`src/rtl/txn_nest_pkg.sv`:
```
package txn_nest_pkg;

  localparam int STAT_W    = 8;
  localparam int CAUSE_N   = 4;
  localparam int BIT_ANY   = 0;
  localparam int CAUSE_LSB = 1;

  // Control state: bit 0 = region open, bit 1 = commit pending
  typedef enum logic [1:0] {
    ST_OFF  = 2'b00,
    ST_RUN  = 2'b01,
    ST_WAIT = 2'b11
  } txn_state_e;

  // One-hot abort cause; packed so ext lands on status bit 1 ... nest on bit 4
  typedef struct packed {
    logic nest;
    logic susp;
    logic cfail;
    logic ext;
  } cause_t;

  typedef struct packed {
    logic   firstBegin;
    logic   incDepth;
    logic   decDepth;
    logic   doAbort;
    cause_t cause;
    logic   suspWr;
    logic   suspVal;
  } ctl_t;

endpackage

```
`src/rtl/txn_nest_ctrl_fsm.sv`:
```
module txn_nest_ctrl_fsm
  import txn_nest_pkg::*;
(
  input  logic clk,
  input  logic rst,
  input  logic featEn,
  input  logic lockPfx,
  input  logic beginCmd,
  input  logic endCmd,
  input  logic suspSet,
  input  logic suspClr,
  input  logic extAbort,
  input  logic commitAck,
  input  logic commitOk,
  input  logic depthIsOne,
  input  logic depthAtMax,
  input  logic suspQ,
  output ctl_t ctl,
  output logic activeQ,
  output logic busyQ,
  output logic udFaultQ,
  output logic gpFaultQ,
  output logic rollbackQ,
  output logic redirectQ
);

  txn_state_e stateQ, stateD;
  logic udD, gpD;
  logic badEnc;

  assign badEnc = !featEn || lockPfx;

  always_comb begin
    ctl    = '0;
    stateD = stateQ;
    udD    = 1'b0;
    gpD    = 1'b0;
    unique case (stateQ)
      ST_WAIT: begin
        if (commitAck) begin
          if (commitOk) begin
            stateD = ST_OFF;
          end else begin
            ctl.doAbort   = 1'b1;
            ctl.cause.cfail = 1'b1;
          end
        end
      end
      ST_RUN: begin
        if (extAbort) begin
          ctl.doAbort   = 1'b1;
          ctl.cause.ext = 1'b1;
        end else begin
          if (endCmd) begin
            if (badEnc) begin
              udD = 1'b1;
            end else if (suspQ) begin
              ctl.doAbort    = 1'b1;
              ctl.cause.susp = 1'b1;
            end else begin
              ctl.decDepth = 1'b1;
              if (depthIsOne) stateD = ST_WAIT;
            end
          end else if (beginCmd) begin
            if (depthAtMax) begin
              ctl.doAbort    = 1'b1;
              ctl.cause.nest = 1'b1;
            end else begin
              ctl.incDepth = 1'b1;
            end
          end
          if (!ctl.doAbort && stateD == ST_RUN && (suspSet || suspClr)) begin
            ctl.suspWr  = 1'b1;
            ctl.suspVal = suspSet;
          end
        end
      end
      default: begin
        if (endCmd) begin
          if (badEnc) udD = 1'b1;
          else        gpD = 1'b1;
        end else if (beginCmd) begin
          ctl.firstBegin = 1'b1;
          stateD         = ST_RUN;
        end
      end
    endcase
    if (ctl.doAbort) stateD = ST_OFF;
  end

  always_ff @(posedge clk) begin
    if (rst) begin
      stateQ    <= ST_OFF;
      udFaultQ  <= 1'b0;
      gpFaultQ  <= 1'b0;
      rollbackQ <= 1'b0;
      redirectQ <= 1'b0;
    end else begin
      stateQ    <= stateD;
      udFaultQ  <= udD;
      gpFaultQ  <= gpD;
      rollbackQ <= ctl.doAbort;
      redirectQ <= ctl.doAbort;
    end
  end

  assign activeQ = stateQ[0];
  assign busyQ   = stateQ[1];

  // the encoding fault and the inactive fault never fire together
  assert_fault_excl_R4: assert property (@(posedge clk) disable iff (rst)
    !(udFaultQ && gpFaultQ));

  // an inactive fault leaves the controller closed
  assert_gp_closed_R5: assert property (@(posedge clk) disable iff (rst)
    gpFaultQ |-> (stateQ == ST_OFF));

  // the commit request is held until acknowledged
  assert_commit_hold_R8: assert property (@(posedge clk) disable iff (rst)
    (busyQ && !commitAck) |=> busyQ);

  // after an abort no region is open
  assert_abort_closed_R11: assert property (@(posedge clk) disable iff (rst)
    rollbackQ |-> (stateQ == ST_OFF));

endmodule

```
`src/rtl/txn_nest_ctrl_dp.sv`:
```
module txn_nest_ctrl_dp
  import txn_nest_pkg::*;
#(
  parameter int ADDR_W    = 32,
  parameter int MAX_DEPTH = 7,
  parameter int DEPTH_W   = 3
) (
  input  logic               clk,
  input  logic               rst,
  input  ctl_t               ctl,
  input  logic [ADDR_W-1:0]  fallbackAddr,
  output logic [DEPTH_W-1:0] depthQ,
  output logic [ADDR_W-1:0]  savedAddrQ,
  output logic [STAT_W-1:0]  statusQ,
  output logic               suspQ,
  output logic               depthIsOne,
  output logic               depthAtMax
);

  localparam logic [DEPTH_W-1:0] DEPTH_ONE = DEPTH_W'(1);
  localparam logic [DEPTH_W-1:0] DEPTH_TOP = DEPTH_W'(MAX_DEPTH);

  logic [STAT_W-1:0]  statusD;
  logic [CAUSE_N-1:0] causeVec;

  assign causeVec = ctl.cause;
  assign statusD[BIT_ANY] = 1'b1;

  for (genvar i = 0; i < CAUSE_N; i++) begin : g_cause
    assign statusD[CAUSE_LSB + i] = causeVec[i];
  end
  for (genvar j = CAUSE_LSB + CAUSE_N; j < STAT_W; j++) begin : g_pad
    assign statusD[j] = 1'b0;
  end

  always_ff @(posedge clk) begin
    if (rst) begin
      depthQ     <= '0;
      savedAddrQ <= '0;
      statusQ    <= '0;
      suspQ      <= 1'b0;
    end else if (ctl.doAbort) begin
      depthQ  <= '0;
      suspQ   <= 1'b0;
      statusQ <= statusD;
    end else begin
      if (ctl.firstBegin) begin
        depthQ     <= DEPTH_ONE;
        savedAddrQ <= fallbackAddr;
      end else if (ctl.incDepth) begin
        depthQ <= depthQ + DEPTH_ONE;
      end else if (ctl.decDepth) begin
        depthQ <= depthQ - DEPTH_ONE;
      end
      if (ctl.suspWr) suspQ <= ctl.suspVal;
    end
  end

  assign depthIsOne = (depthQ == DEPTH_ONE);
  assign depthAtMax = (depthQ == DEPTH_TOP);

  // depth never exceeds the configured maximum
  assert_depth_bound_R3: assert property (@(posedge clk) disable iff (rst)
    depthQ <= DEPTH_TOP);

  // an abort request empties depth and the suspend flag
  assert_abort_zero_R11: assert property (@(posedge clk) disable iff (rst)
    ctl.doAbort |=> (depthQ == '0 && !suspQ));

  // status after an abort carries bit 0 and one cause bit
  assert_status_cause_R11: assert property (@(posedge clk) disable iff (rst)
    ctl.doAbort |=> ($countones(statusQ) == 2 && statusQ[BIT_ANY]));

endmodule

```
`src/rtl/txn_nest_ctrl.sv`:
```
module txn_nest_ctrl
  import txn_nest_pkg::*;
#(
  parameter int ADDR_W    = 32,
  parameter int MAX_DEPTH = 7,
  localparam int DEPTH_W  = $clog2(MAX_DEPTH + 1)
) (
  input  logic               clk,
  input  logic               rst,
  input  logic               featEn,
  input  logic               lockPfx,
  input  logic               beginCmd,
  input  logic               endCmd,
  input  logic [ADDR_W-1:0]  fallbackAddr,
  input  logic               suspSet,
  input  logic               suspClr,
  input  logic               extAbort,
  input  logic               commitAck,
  input  logic               commitOk,
  output logic               active,
  output logic [DEPTH_W-1:0] depth,
  output logic               busy,
  output logic               commitReq,
  output logic               udFault,
  output logic               gpFault,
  output logic               rollbackReq,
  output logic               redirect,
  output logic [ADDR_W-1:0]  redirectAddr,
  output logic [STAT_W-1:0]  status,
  output logic               suspActive
);

  ctl_t ctl;
  logic depthIsOne, depthAtMax, suspQ, busyQ;

  txn_nest_ctrl_fsm u_fsm (
    .clk        (clk),
    .rst        (rst),
    .featEn     (featEn),
    .lockPfx    (lockPfx),
    .beginCmd   (beginCmd),
    .endCmd     (endCmd),
    .suspSet    (suspSet),
    .suspClr    (suspClr),
    .extAbort   (extAbort),
    .commitAck  (commitAck),
    .commitOk   (commitOk),
    .depthIsOne (depthIsOne),
    .depthAtMax (depthAtMax),
    .suspQ      (suspQ),
    .ctl        (ctl),
    .activeQ    (active),
    .busyQ      (busyQ),
    .udFaultQ   (udFault),
    .gpFaultQ   (gpFault),
    .rollbackQ  (rollbackReq),
    .redirectQ  (redirect)
  );

  txn_nest_ctrl_dp #(
    .ADDR_W    (ADDR_W),
    .MAX_DEPTH (MAX_DEPTH),
    .DEPTH_W   (DEPTH_W)
  ) u_dp (
    .clk          (clk),
    .rst          (rst),
    .ctl          (ctl),
    .fallbackAddr (fallbackAddr),
    .depthQ       (depth),
    .savedAddrQ   (redirectAddr),
    .statusQ      (status),
    .suspQ        (suspQ),
    .depthIsOne   (depthIsOne),
    .depthAtMax   (depthAtMax)
  );

  assign busy       = busyQ;
  assign commitReq  = busyQ;
  assign suspActive = suspQ;

  // a nested begin keeps the outermost fallback address
  assert_inner_keep_R3: assert property (@(posedge clk) disable iff (rst)
    (active && !busyQ && beginCmd && !endCmd && !extAbort) |=> $stable(redirectAddr));

  // rollback is a single-cycle pulse
  assert_rollback_pulse_R11: assert property (@(posedge clk) disable iff (rst)
    rollbackReq |=> !rollbackReq);

  // an external abort on an inactive controller does nothing
  assert_ext_idle_R12: assert property (@(posedge clk) disable iff (rst)
    (!active && !beginCmd && extAbort) |=> !rollbackReq);

endmodule

```
`config.mk`:
```
export PLATFORM = sky130hd
export DESIGN_NAME = txn_nest_ctrl
export DESIGN_NICKNAME = d
export VERILOG_FILES = /design/src/rtl/txn_nest_pkg.sv /design/src/rtl/txn_nest_ctrl_fsm.sv /design/src/rtl/txn_nest_ctrl_dp.sv /design/src/rtl/txn_nest_ctrl.sv
export SDC_FILE = /design/constraint.sdc
export NUM_CORES = 1
export LEC_CHECK = 0
export CAP_MARGIN = 25
export CORE_MARGIN = 2
export CORE_UTILIZATION = 40
export CTS_CLUSTER_DIAMETER = 80
export DETAILED_ROUTE_END_ITERATION = 6
export GPL_ROUTABILITY_DRIVEN = 0
export PLACE_DENSITY = 0.85
export SLEW_MARGIN = 25
export SYNTH_ARGS = -nofsm -noshare
export SYNTH_HDL_FRONTEND = slang
export SYNTH_SLANG_ARGS = --single-unit
export TNS_END_PERCENT = 5
```
`constraint.sdc`:
```
create_clock -name clk -period 2.3 [get_ports clk]
set_clock_uncertainty 0.15 [all_clocks]
set_input_delay 0.23 -clock clk [delete_from_list [all_inputs] [get_ports clk]]
set_output_delay 0.23 -clock clk [all_outputs]
set_load 0.02 [all_outputs]
```
==> metrics.txt, run 1 <==
status complete, no violations; Seq/Total Area, Yosys 49.1%; DR pass1 iterations 4; first-pass GRT wire length 7.67 mm; Psw 426 µW; core area 0.00444 mm²; grt total ovfl 0; cells after synthesis 229; wire per inst 13.1 µm; Adder-Cell Fraction of Synth Area 2.67%; Slew Viols, Final 0; layout cell share with drive strength beyond 1 6.31%; hold crit path type reg -> reg; clk sinks 46; starting density of the core 42.2%; switching share of total power 26.3%; Max Cap Viol 0; area leader, netlist dfxtp_1; pin count of the biggest net entering global routing 41; # rows 24; CTS buffer count 5; worst r2r path cells 6; unrepaired setup endpoints after global routing no; Ys Warns 0; Synth Area in XOR/XNOR 0%; post-route ant nets 0; Comb pwr share 19.1%; initial antenna violation count 0; Yosys cell types 38; H-tree depth 2; Worst Setup End Kind flip-flop; vias per cell 5.07; pwr/cell area 559 mW/mm²; Clock Path Buffers 2; WP data arrival 2.18 ns; Total Wirelength 4.85 mm; Req. time, crit path 2.36 ns; Total GRT Usage 18.6%; width of the chip 72.5 µm; R2R Path End u_dp.depthQ[2]; Die H 72.5 µm; Final Hold Violating Endpoints 0; post-synthesis simple-gate area fraction 26.6%; Tmin final 2.12 ns; area of the multi-input gates 856 µm²; reg2reg setup slack 0.18 ns; Max rail drop VDD 399 µV; Power Total 1620 µW; post-CTS setup buffer count 0; Post-Syn Area 0.00188 mm²; Compound-Gate Fraction of Synth Area 15.1%; Skew-Pair Late Insertion Delay 0.30 ns; # fillers 388; Hold Crit Start u_dp.statusQ[0]; number of port buffers 90; TritonCTS clock tree done; post-synth top area share 49.1%; cts hold-fix bufs 0; total die area 0.00525 mm²; Final period util 92.0%; Critical path destination u_dp.depthQ[2]; vias in the first global route 1835; setup violators final 0; critical path type reg -> reg; startpoint types flip-flop; Pleak 0.00105 µW; top post-synthesis cells by area dfxtp_1 (49%), nand2_1 (14%), a21oi_1 (9.9%); Seq. cell area 921 µm²; CTS resizes 0; setup TNS 0 ns; part of the power in registers 52.3%; P_int 1200 µW; nets 364; DP Wirelength 3.47 mm; io pins 94; P&R area growth vs syn 54.7%; Setup crit start u_dp.depthQ[0]; drc violations 0; Worst-path clk slew 0.08 ns; Syn Area/Cell 8.19 µm²; routed vias 1870; Achievable Freq 472 MHz; Iter 0 DRT Violations 45; clock share of power 28.7%; largest family of logic cells by synthesized area simple AND/OR/NAND/NOR gates; Crit Reg-Reg Startpoint u_dp.depthQ[0]; diodes inserted 0; root buf cell clkbuf_8; flops & latches, synth 46; Crit Path Max Fanout 6; post-synthesis mux area share 0.600%
## cells in the final DEF, fill, tap and decap left out, types with 2 or more instances in the layout
master,count
clkdlybuf4s50_1,90
nand2_1,68
dfxtp_1,46
a21oi_1,37
nor2_1,9
buf_4,6
nand2b_1,5
clkbuf_8,5
inv_1,4
ha_1,4
nand3_1,3
nor3_1,3
conb_1,3
and4b_1,2
nand3b_1,2
nor4_1,2
o211ai_1,2
a211oi_2,2
clkinv_2,2
## cells by family after synthesis
| group | Yosys count |
|---|---|
| flip-flops | 46 |
| AO/OA/AOI/OAI | 48 |
| buffers and inverters | 22 |
| other | 1 |
| adder cells (fa/ha/maj) | 4 |
| AND/OR/NAND/NOR | 107 |
| multiplexers | 1 |
## critical path: stages (launching register included)
cell	delay (ns)
dfxtp_1	0.36
ha_1	0.21
ha_1	0.21
and3b_1	0.23
o31ai_2	0.26
nand3b_1	0.29
nor4_1	0.31
## per-stage QoR
step / hold slack (ns) / util (%) / std cells / cell area, µm² / setup WS (ns)
after floorplan: 0.216 / - / 231 / 1880 / 0.202
after global placement: 0.284 / 63.5 / 362 / 2820 / 0.200
after detailed placement: 0.288 / 63.5 / 362 / 2820 / 0.165
after CTS: 0.300 / 65.3 / 369 / 2900 / 0.203
after global routing: 0.311 / 65.3 / 369 / 2900 / 0.0620
final: 0.297 / 65.3 / 369 / 2900 / 0.183
## cell usage after synthesis
cell,count
nand2_1,68
dfxtp_1,46
a21oi_1,37
clkbuf_1,12
nor2_1,10
buf_4,5
nand2b_1,5
ha_1,4
inv_1,4
nand3_1,3
nor3_1,3
a211oi_2,2
and4b_1,2
nand3b_1,2
nor4_1,2
o211ai_1,2
a32oi_1,1
and2_1,1
and2b_1,1
and3b_1,1
and4_1,1
buf_6,1
conb_1,1
mux2_2,1
nand4_1,1
nand4b_1,1
nor2b_1,1
o21a_1,1
o21ai_0,1
o22ai_1,1
o31a_1,1
o31ai_2,1
o41ai_1,1
or3_1,1
or3_4,1
or3b_1,1
or4_1,1
or4b_1,1
## how the worst min path moves through the flow
stage                                    end  cells after the start
after floorplan           u_dp.savedAddrQ[0]                      2
after global placement       u_dp.statusQ[0]                      2
after detailed placement     u_dp.statusQ[0]                      2
after CTS                    u_dp.statusQ[0]                      2
after global routing      u_dp.savedAddrQ[5]                      3
final                        u_dp.statusQ[0]                      2
## per-layer routing
metal	vias up	track usage (%)	share of wire [%]
li1	934	-	-
met1	848	20.8	42
met2	79	32.2	48
met3	9	8.47	9.1
met4	0	5.14	0.93
met5	-	0	0
## state kept, by name, summed over array words and instances (netlist names)
name	cells
u_dp.savedAddrQ	32
u_dp.statusQ	5
u_dp.depthQ	3
u_fsm.rollbackQ	1
u_fsm.udFaultQ	1
u_fsm.gpFaultQ	1
u_fsm.stateQ	2
u_dp.suspQ	1
## power groups by stage
stage          logic, µW  clock network, µW  registers [µW]
2_1_floorplan        100                  0             908
3_3_place_gp         307                  0             865
3_5_place_dp         310                  0             867
4_1_cts              312                484             848
5_1_grt              335                516             852
6_report             310                465             848
## cell type report
type	instances	area share, %
clock inverter	2	0.345
inverter	4	0.517
clock buffer	5	2.37
timing repair buffer	97	33.3
tap	52	2.24
sequential	46	31.7
multi-input combinational	163	29.5
(Power assumes the default switching activity.)
==> inputs of run 2 (changes only) <==
Settings changed: CAP_MARGIN 25 to unset, PLACE_DENSITY 0.85 to 0.81, SYNTH_HIERARCHICAL set to 1.
==> run 2 against run 1 <==
Effect of this change:
- power is 8.7% higher
- critical path depth is 2 higher
- via count is 3.0% lower
- count of clock-buffer cells in the layout is 1 higher
- largest power group unchanged
- non-clock buffer count is 2 higher
- highest routed layer unchanged
- core utilization is 2.3 points lower
- critical endpoint is now u_dp/savedAddrQ[12]
- maximum frequency is 0.44% higher
==> metrics.txt, run 2 <==
vias per cell 4.86 (was 5.07); startpoint types flip-flop (unchanged); Commonest cells post-synth nand2_1 (70), dfxtp_1 (46), a21oi_1 (31) (was nand2_1 (68), dfxtp_1 (46), a21oi_1 (37)); Worst Setup End Kind flip-flop (unchanged); Post-Syn Area 0.00194 mm² (was 0.00188 mm²); Hold Crit Start u_dp/savedAddrQ[29] (was u_dp.statusQ[0]); first-pass GRT wire length 7.16 mm (was 7.67 mm); crit-path max cell delay 0.36 ns (about the same); reg2reg setup slack 0.19 ns (was 0.18 ns); Skew-Pair Late Insertion Delay 0.29 ns (was 0.30 ns); Synth async-reset ratio 0% (unchanged); hold crit path type reg -> reg (unchanged); area leader, netlist dfxtp_1 (unchanged); Iter 0 DRT Violations 65 (was 45); starting density of the core 41.4% (was 42.2%); Worst Path Buf+Inv 1 (was 0); unrepaired setup endpoints after global routing no (unchanged); setup violators final 0 (unchanged); core area 0.00469 mm² (was 0.00444 mm²); Crit Path Max Fanout 16 (was 6); cts hold-fix bufs 0 (unchanged); Max Cap Viol 0 (unchanged); CP top delay family compound AO/OA/AOI/OAI gates (was simple AND/OR/NAND/NOR gates); width of the chip 73.7 µm (was 72.5 µm); largest registers u_dp/savedAddrQ (32), u_dp/statusQ (5), u_dp/depthQ (3) (was u_dp.savedAddrQ (32), u_dp.statusQ (5), u_dp.depthQ (3)); cells after synthesis 228 (was 229); most used cell, CP ha_1 (unchanged); Req. time, crit path 2.37 ns (was 2.36 ns); Seq/Total Area, Yosys 47.5% (was 49.1%); Worst Hold Path Cells 2 (unchanged); number of synthesized flops with an enable pin 0 (unchanged); H-tree depth 2 (unchanged); Worst Hold End u_dp/savedAddrQ[29] (was u_dp.statusQ[0]); drc violations 0 (unchanged); Max rail drop VDD 281 µV (was 399 µV); CTS resizes 0 (unchanged); routed vias 1814 (was 1870); Crit Reg-Reg Startpoint u_dp/depthQ[0] (was u_dp.depthQ[0]); Die H 73.7 µm (was 72.5 µm); DR pass1 iterations 4 (unchanged); clk sinks 46 (unchanged); post-synth top area share 47.5% (was 49.1%); WP data arrival 2.18 ns (about the same); flops & latches, synth 46 (unchanged); status complete, no violations (unchanged); top post-synthesis cells by area dfxtp_1 (47%), nand2_1 (14%), a21oi_1 (8.0%) (was dfxtp_1 (49%), nand2_1 (14%), a21oi_1 (9.9%)); DP Wirelength 3.45 mm (was 3.47 mm); most frequent cell after synthesis nand2_1 (unchanged); Final Util 63.0% (was 65.3%); Worst-path clk slew 0.08 ns (about the same); wire per inst 12.5 µm (was 13.1 µm); Ys Warns 6 (was 0); post-route ant nets 0 (unchanged); Tmin final 2.11 ns (was 2.12 ns); root buf cell clkbuf_8 (unchanged); pwr/cell area 596 mW/mm² (was 559 mW/mm²); Largest Register u_dp/savedAddrQ (was u_dp.savedAddrQ); grt total ovfl 0 (unchanged); critical path type reg -> reg (unchanged); R2R Path End u_dp/savedAddrQ[12] (was u_dp.depthQ[2]); Total GRT Usage 17.1% (was 18.6%); number of port buffers 90 (unchanged); TritonCTS clock tree done (unchanged); CTS buffer count 5 (unchanged); Syn Area/Cell 8.51 µm² (was 8.19 µm²); ys flop type dfxtp_1 (unchanged); Pleak 0.00109 µW (was 0.00105 µW); worst r2r path cells 8 (was 6); Total Wirelength 4.66 mm (was 4.85 mm); initial antenna violation count 0 (unchanged); io pins 94 (unchanged); Yosys cell types 42 (was 38); Slew Viols, Final 0 (unchanged); vias in the first global route 1592 (was 1835); dpl cell area 0.00284 mm² (was 0.00282 mm²); diodes inserted 0 (unchanged); total die area 0.00542 mm² (was 0.00525 mm²); commonest non-fill, non-tap cells in the layout clkdlybuf4s50_1 (90), nand2_1 (70), dfxtp_1 (46) (was clkdlybuf4s50_1 (90), nand2_1 (68), dfxtp_1 (46)); Achievable Freq 475 MHz (was 472 MHz); crit path cell chain ha_1 > ha_1 > a221oi_2 > o21bai_2 > nor2b_2 > buf_4 > nand2_1 > a21oi_1 (was ha_1 > ha_1 > and3b_1 > o31ai_2 > nand3b_1 > nor4_1); Power Total 1760 µW (was 1620 µW); Final Hold Violating Endpoints 0 (unchanged); Clock Path Buffers 2 (unchanged); Final period util 91.6% (was 92.0%); Place WS 0.0364 ns (was 0.165 ns); pin count of the biggest net entering global routing 33 (was 41); P&R area growth vs syn 52.4% (was 54.7%); Final Cell Area 0.00296 mm² (was 0.00290 mm²); # rows 25 (was 24); layout cell share with drive strength beyond 1 8.78% (was 6.31%); Final Worst Setup Slack 0.193 ns (was 0.183 ns); post-CTS setup buffer count 0 (unchanged); commonest non-fill, non-tap cell in the layout clkdlybuf4s50_1 (unchanged); setup TNS 0 ns (unchanged); Slowest-stage cell, CP dfxtp_1 (unchanged); nets 366 (was 364); max reg flops 32 (unchanged)
==> run 2: metrics by stage <==
step	std cells	hold WS (ns)
after floorplan	230	0.150
after global placement	366	0.291
after detailed placement	366	0.297
after CTS	373	0.308
after global routing	373	0.328
final	373	0.306
==> run 2: area by class of cell <==
type,instances,area [µm²]
clock buffer,6,82.6
sequential,46,921
clock inverter,1,30.0
inverter,4,15.0
multi-input combinational,163,872
fill,446,1740
timing repair buffer,99,968
tap,54,67.6
==> run 2: worst reg2reg max path, delay by kind of cell, from the launching register on <==
kind / cells / cell delay (ns)
flops: 1 / 0.36
fa+ha+maj: 2 / 0.46
simple gates: 2 / 0.29
compound gates: 3 / 0.53
buf+inv: 1 / 0.25
==> run 2: cells by family (layout without fill, tap and decap cells) <==
kind of cell / Yosys count / count (layout) / synth area share, %
XOR/XNOR: 2 / 2 / 0.903
AO/OA/AOI/OAI: 43 / 43 / 13.1
other: 1 / 3 / 0.193
adder cells (fa/ha/maj): 4 / 4 / 2.58
buffers and inverters: 21 / 110 / 7.99
multiplexers: 5 / 5 / 2.58
flip-flops: 46 / 46 / 47.5
AND/OR/NAND/NOR: 106 / 106 / 25.2
==> run 2: worst max path at each step <==
stage                    from                   to  slack [ns]  cells past startpoint
5_1_grt        u_dp/depthQ[0]  u_dp/savedAddrQ[12]        0.08                      8
2_1_floorplan  u_dp/depthQ[0]   u_dp/savedAddrQ[1]        0.13                      9
4_1_cts        u_dp/depthQ[0]  u_dp/savedAddrQ[12]        0.20                      8
3_3_place_gp           endCmd  u_dp/savedAddrQ[24]        0.08                      7
3_5_place_dp           endCmd  u_dp/savedAddrQ[12]        0.04                      7
6_report       u_dp/depthQ[0]  u_dp/savedAddrQ[12]        0.19                      8
==> run 2: layer usage <==
layer,vias to the layer above,GRT usage (%),part of all wire (%)
met5,-,0,0
met2,73,27.9,47
met3,7,5.21,8.8
met4,0,4.85,1.1
met1,812,21.9,43
li1,922,-,-
==> run 2: report_power, final <==
part / switching, µW / internal [µW]
sequential: 20.1 / 830
clock: 249 / 347
combinational: 151 / 165
total: 420 / 1340
